--- src/rtl/qdec_pkg.sv ---
package qdec_pkg;
  typedef enum logic {
    MODE_4X = 1'b0,
    MODE_2X = 1'b1
  } cnt_mode_e;

  // Select 3 jumps from /4 to /16; no /8 setting exists.
  function automatic int unsigned div_ratio(input logic [2:0] sel);
    int unsigned s;
    s = {29'b0, sel};
    if (s == 0) return 1;
    if (s == 1) return 2;
    if (s == 2) return 4;
    return 32'd1 << (s + 1);
  endfunction
endpackage

--- src/rtl/qdec_clkdiv.sv ---
module qdec_clkdiv #(
  parameter int SEL_W = 3,
  parameter int CNT_W = 8
) (
  input  logic             clk_i,
  input  logic             rst_ni,
  input  logic [SEL_W-1:0] sel_i,
  output logic             tick_o
);
  localparam int PAD_W = 32 - CNT_W;

  logic [CNT_W-1:0] cnt_q;
  logic [31:0]      last_w;

  always_comb begin
    last_w = qdec_pkg::div_ratio(sel_i) - 32'd1;
    // >= keeps the divider sane when the select shrinks mid-count
    tick_o = ({{PAD_W{1'b0}}, cnt_q} >= last_w);
  end

  always_ff @(posedge clk_i or negedge rst_ni) begin
    if (!rst_ni)     cnt_q <= '0;
    else if (tick_o) cnt_q <= '0;
    else             cnt_q <= cnt_q + CNT_W'(1);
  end
endmodule

--- src/rtl/qdec_filter.sv ---
module qdec_filter #(
  parameter int SYNC_STAGES = 2,
  parameter int FILT_LEN    = 3
) (
  input  logic clk_i,
  input  logic rst_ni,
  input  logic tick_i,
  input  logic raw_i,
  output logic filt_o
);
  localparam int RUN_W = (FILT_LEN > 1) ? $clog2(FILT_LEN) : 1;

  logic [SYNC_STAGES-1:0] sync_q;
  logic [RUN_W-1:0]       run_q;
  logic                   smp;

  always_ff @(posedge clk_i or negedge rst_ni) begin
    if (!rst_ni) sync_q <= '0;
    else         sync_q <= {sync_q[SYNC_STAGES-2:0], raw_i};
  end

  assign smp = sync_q[SYNC_STAGES-1];

  always_ff @(posedge clk_i or negedge rst_ni) begin
    if (!rst_ni) begin
      run_q  <= '0;
      filt_o <= 1'b0;
    end else if (tick_i) begin
      if (smp == filt_o) begin
        run_q <= '0;
      end else if (run_q == RUN_W'(FILT_LEN - 1)) begin
        filt_o <= smp;
        run_q  <= '0;
      end else begin
        run_q <= run_q + RUN_W'(1);
      end
    end
  end
endmodule

--- src/rtl/qdec_counter.sv ---
module qdec_counter #(
  parameter int POS_W = 16
) (
  input  logic             clk_i,
  input  logic             rst_ni,
  input  logic             mode_2x_i,
  input  logic [1:0]       match_i,
  input  logic             a_i,
  input  logic             b_i,
  input  logic             idx_i,
  output logic [POS_W-1:0] pos_o,
  output logic             err_o
);
  import qdec_pkg::*;

  cnt_mode_e  mode;
  logic       a_q, b_q, i_q;
  logic       a_ch, b_ch, step_en, step_up;
  logic       pat_hit, idx_rise;

  assign mode = cnt_mode_e'(mode_2x_i);

  always_ff @(posedge clk_i or negedge rst_ni) begin
    if (!rst_ni) begin
      a_q <= 1'b0;
      b_q <= 1'b0;
      i_q <= 1'b0;
    end else begin
      a_q <= a_i;
      b_q <= b_i;
      i_q <= idx_i;
    end
  end

  always_comb begin
    a_ch  = a_i ^ a_q;
    b_ch  = b_i ^ b_q;
    err_o = a_ch & b_ch;
    if (mode == MODE_2X) step_en = a_ch & ~b_ch;
    else                 step_en = a_ch ^ b_ch;
    // A leading B counts up
    step_up = a_ch ? (a_i ^ b_i) : ~(a_i ^ b_i);
    if (mode == MODE_2X)
      pat_hit = ((match_i[1] ? b_i : a_i) == match_i[0]);
    else
      pat_hit = (a_i == match_i[0]) && (b_i == match_i[1]);
    idx_rise = idx_i & ~i_q;
  end

  always_ff @(posedge clk_i or negedge rst_ni) begin
    if (!rst_ni)                 pos_o <= '0;
    else if (idx_rise && pat_hit) pos_o <= '0;
    else if (step_en) begin
      if (step_up) pos_o <= pos_o + POS_W'(1);
      else         pos_o <= pos_o - POS_W'(1);
    end
  end
endmodule

--- src/rtl/quad_decoder.sv ---
module quad_decoder #(
  parameter int POS_W       = 16,
  parameter int DIV_SEL_W   = 3,
  parameter int DIV_CNT_W   = 8,
  parameter int SYNC_STAGES = 2,
  parameter int FILT_LEN    = 3
) (
  input  logic                 clk_i,
  input  logic                 rst_ni,
  input  logic                 pha_i,
  input  logic                 phb_i,
  input  logic                 idx_i,
  input  logic                 mode_2x_i,
  input  logic [DIV_SEL_W-1:0] div_sel_i,
  input  logic [1:0]           idx_match_i,
  input  logic                 err_irq_dis_i,
  input  logic                 filt_out_en_i,
  output logic [POS_W-1:0]     pos_o,
  output logic                 err_irq_o,
  output logic                 pha_filt_o,
  output logic                 phb_filt_o,
  output logic                 idx_filt_o
);
  localparam int N_IN = 3;

  logic            smp_tick;
  logic [N_IN-1:0] raw_vec, flt_vec;
  logic            a_flt, b_flt, i_flt;
  logic            err_evt;

  qdec_clkdiv #(
    .SEL_W (DIV_SEL_W),
    .CNT_W (DIV_CNT_W)
  ) u_div (
    .clk_i  (clk_i),
    .rst_ni (rst_ni),
    .sel_i  (div_sel_i),
    .tick_o (smp_tick)
  );

  assign raw_vec = {idx_i, phb_i, pha_i};

  for (genvar g = 0; g < N_IN; g++) begin : g_flt
    qdec_filter #(
      .SYNC_STAGES (SYNC_STAGES),
      .FILT_LEN    (FILT_LEN)
    ) u_flt (
      .clk_i  (clk_i),
      .rst_ni (rst_ni),
      .tick_i (smp_tick),
      .raw_i  (raw_vec[g]),
      .filt_o (flt_vec[g])
    );
  end

  assign a_flt = flt_vec[0];
  assign b_flt = flt_vec[1];
  assign i_flt = flt_vec[2];

  qdec_counter #(
    .POS_W (POS_W)
  ) u_cnt (
    .clk_i     (clk_i),
    .rst_ni    (rst_ni),
    .mode_2x_i (mode_2x_i),
    .match_i   (idx_match_i),
    .a_i       (a_flt),
    .b_i       (b_flt),
    .idx_i     (i_flt),
    .pos_o     (pos_o),
    .err_o     (err_evt)
  );

  always_ff @(posedge clk_i or negedge rst_ni) begin
    if (!rst_ni) err_irq_o <= 1'b0;
    else         err_irq_o <= err_evt & ~err_irq_dis_i;
  end

  assign pha_filt_o = filt_out_en_i & a_flt;
  assign phb_filt_o = filt_out_en_i & b_flt;
  assign idx_filt_o = filt_out_en_i & i_flt;
endmodule

--- config.mk ---
export PLATFORM = sky130hd
export DESIGN_NAME = quad_decoder
export DESIGN_NICKNAME = d
export VERILOG_FILES = /design/src/rtl/qdec_pkg.sv /design/src/rtl/qdec_clkdiv.sv /design/src/rtl/qdec_filter.sv /design/src/rtl/qdec_counter.sv /design/src/rtl/quad_decoder.sv
export SDC_FILE = /design/constraint.sdc
export NUM_CORES = 1
export LEC_CHECK = 0
export BUFFER_PORTS_ARGS = -buffer_cell sky130_fd_sc_hd__buf_2
export CAP_MARGIN = 20
export CELL_PAD_IN_SITES_DETAIL_PLACEMENT = 0
export CELL_PAD_IN_SITES_GLOBAL_PLACEMENT = 1
export CORE_ASPECT_RATIO = 1.2
export CORE_MARGIN = 2
export CORE_UTILIZATION = 30
export DETAILED_ROUTE_END_ITERATION = 8
export GPL_TIMING_DRIVEN = 0
export PLACE_DENSITY = 0.67
export SYNTH_ARGS = -nofsm -noshare
export SYNTH_HDL_FRONTEND = slang
export SYNTH_SLANG_ARGS = --single-unit
--- constraint.sdc ---
create_clock -name clk_i -period 9.15 [get_ports clk_i]
set_input_delay 1.83 -clock clk_i [delete_from_list [all_inputs] [get_ports clk_i]]
set_output_delay 1.83 -clock clk_i [all_outputs]
set_load 0.1 [all_outputs]
==> impl_metrics.toml <==
[sta]
max_freq_ghz = 0.230
worstMarginPinSlew_ns = 0.964
setup_violations = 0
fin_crit_ns = 4.35
finalSetupTns_ns = 0
finalHoldViolCount = 0
timing.hold.ws_ns = 0.351
maxSlewHeadroom_pct = 35.8
rsz0062_at_grt = "no"
fin_skew_ns = 0.00860
fin_ws_ns = 4.80
maxSlewViolCount = 0
fin_crit_sh_pct = 47.5

[clock_tree]
clk_latency_ns = 0.30
cts_hold_repair.buffers = 0
cts.sinks = 43
root_buffer = "clkbuf_8"
path_clk_slew_ns = 0.08
cts_made_buffers = 5
post_cts_resized = 0
cts_tree = "done"
clock_path_buffers = 2
ctsHtreeMaxLevel = 2
post-cts-setup-buffers = 0

[floorplan]
fp.dieArea_um2 = 9890
die_x_um = 91.1
coreArea_um2 = 8940
num_io_pins = 33
die_h_um = 109
rows = 38
initial_utilization_pct = 30.6

[layout]
nets = 365
antenna_cells = 0
final_cell_mix = "43 x dfrtp_1, 33 x buf_2, 28 x nand2_1, 28 x ha_1"
final_common_cell = "dfrtp_1"
n_fill_cell = 967
drive_gt1_share_pct = 16.4
syn_to_final_growth_pct = 16.5

[critical_path]
worstRegToRegCells = 10
worstPathArrival_ns = 4.52
reg2reg_slack_ns = 5.54
startpoint = "div_sel_i[0]"
crit_type = "primary input to flop"
cp-end-kind = "flop"
rr_startpoint = "g_flt[1].u_flt.filt_o"
critPathMaxFanout = 10
cp-start-kind = "primary input"
crit_required_ns = 9.32
r2r-end = "u_cnt.pos_o[15]"
crit_end = "g_flt[1].u_flt.run_q[1]"

[global_routing]
grt.met3_usage_pct = 2.23
grt_pass1_wl_mm = 9.80
met1_usage_pct = 16.6
overflow = 0
grt_pass1_vias = 2074
antenna_found_initial = 0
grt_usage_pct = 12.3
top_usage_layer = "met2"
grt_max_degree = 44
met2_usage_pct = 20.2

[worst_hold_path]
min_path_type = "flop to flop"
worstHoldPathCells = 0

[drt]
ant_nets = 0
vias = 2070
viasPerCell = 4.66
routed_wl_mm = 5.62
remaining_drc_errors = 0
wire_per_inst_um = 12.7
dr.pass1.iters = 4
drt-initial-drc-count = 83

[synth]
synthXorXnorAreaFrac_pct = 8.97
ys_seq_area_share_pct = 39.4
async_reset_ff_share_pct = 100
synth_top_family_by_area = "simple AND/OR/NAND/NOR gates"
synth_warnings = 0
synth-compound-area-share_pct = 13.9
ys.flop_type = "dfrtp_1"
syn-num-nets = 326
synthMuxAreaShare_pct = 4.03
synthSimpleGateAreaFrac_pct = 17.8
ys_seq_elements = 43
syn_area_um2 = 2730
synth_area_per_cell_um2 = 9.62
synth_cells = 284
synth_adder_area_share_pct = 13.6
synth.distinct_cells = 42
synth_edf_count = 0

[placement]
place_worst_setup_slack_ns = 4.45
place.detailed.hpwl_mm = 4.07
io_buffers = 32
gp_congestion = 0.768

[run]
cap_violations = 0

[run_status]
outcome = "completed"
cell usage after synthesis, drive strengths merged (2+ instances only):
| cell | count | area, um^2 |
|---|---|---|
| dfrtp | 43 | 1080 |
| ha | 28 | 350 |
| nand2 | 28 | 105 |
| a21oi | 23 | 115 |
| nor2 | 23 | 86.3 |
| xnor2 | 16 | 140 |
| nand3 | 13 | 65.1 |
| xor2 | 12 | 105 |
| o21ai | 11 | 55.1 |
| inv | 9 | 33.8 |
| mux2 | 8 | 90.1 |
| nor2b | 6 | 37.5 |
| clkbuf | 5 | 18.8 |
| nor3 | 5 | 25.0 |
| o22ai | 5 | 31.3 |
| a211oi | 4 | 30.0 |
| and2 | 4 | 25.0 |
| nand2b | 4 | 25.0 |
| or3 | 4 | 25.0 |
| nand3b | 3 | 22.5 |
| a21o | 2 | 15.0 |
| a31oi | 2 | 12.5 |
| and3 | 2 | 12.5 |
| conb | 2 | 7.51 |
| mux2i | 2 | 20.0 |
| nor3b | 2 | 15.0 |
| nor4 | 2 | 12.5 |
| o21a | 2 | 15.0 |
| o221ai | 2 | 17.5 |
worst min path at each step:
stage	startpoint	to	slack [ns]
floorplan	g_flt[0].u_flt.sync_q[0]	g_flt[0].u_flt.sync_q[1]	0.33
global placement	g_flt[2].u_flt.sync_q[0]	g_flt[2].u_flt.sync_q[1]	0.33
detailed placement	g_flt[0].u_flt.sync_q[0]	g_flt[0].u_flt.sync_q[1]	0.33
CTS	g_flt[0].u_flt.sync_q[0]	g_flt[0].u_flt.sync_q[1]	0.35
global route	g_flt[0].u_flt.sync_q[0]	g_flt[0].u_flt.sync_q[1]	0.37
finish	g_flt[2].u_flt.sync_q[0]	g_flt[2].u_flt.sync_q[1]	0.35
stage by stage:
step                instance area, um^2  instances  util (%)
floorplan                          2730        284         -
global placement                   3040        436      34.0
detailed placement                 3050        436      34.1
CTS                                3180        444      35.6
global route                       3180        444      35.6
finish                             3180        444      35.6
cell type report:
class | count | area [um^2] | area share (%)
clock inverter | 2 | 60.1 | 1.89
clock buffer | 6 | 72.6 | 2.28
timing repair buffer | 32 | 160 | 5.03
inverter | 9 | 33.8 | 1.06
sequential | 43 | 1080 | 33.8
multi-input combinational | 226 | 1610 | 50.5
buffer | 6 | 23.8 | 0.747
tap | 120 | 150 | 4.72
critical path, cell delays in order:
cell and delay, ns:
buf_2 0.14, or3_1 0.43, ha_1 0.24, nor3b_1 0.18, a31oi_1 0.08, ha_1 0.29
o21a_1 0.10, o221ai_1 0.11, a211oi_1 0.29, buf_2 0.29, clkbuf_1 0.40, o21ai_0 0.13
registers in the layout (all words and copies together) (netlist names):
name,cells
u_div.cnt_q,8
u_cnt.b_q,1
g_flt.u_flt.run_q,6
err_irq_o,1
g_flt.u_flt.filt_o,3
g_flt.u_flt.sync_q,6
u_cnt.i_q,1
u_cnt.pos_o,16
u_cnt.a_q,1
cell families (layout without fill, tap and decap cells):
logic type,Yosys count,count (layout)
DFF,43,43
xor gates and xnor gates,28,28
buffers and inverters,15,55
AOI/OAI and AO/OA,58,58
and+or+nand+nor,99,99
other,2,2
adders and majority gates,29,29
muxes,10,10
metal layers:
metal,vias to the layer above,share of wire (%),routed length [um]
li1,1079,-,-
met1,959,49,2770
met2,26,47,2620
met3,6,2.8,160
met4,0,1.2,70
met5,-,0,0
Power is not shown: default switching activity piles up to over one toggle a cycle in this logic, so the estimate is an artifact.
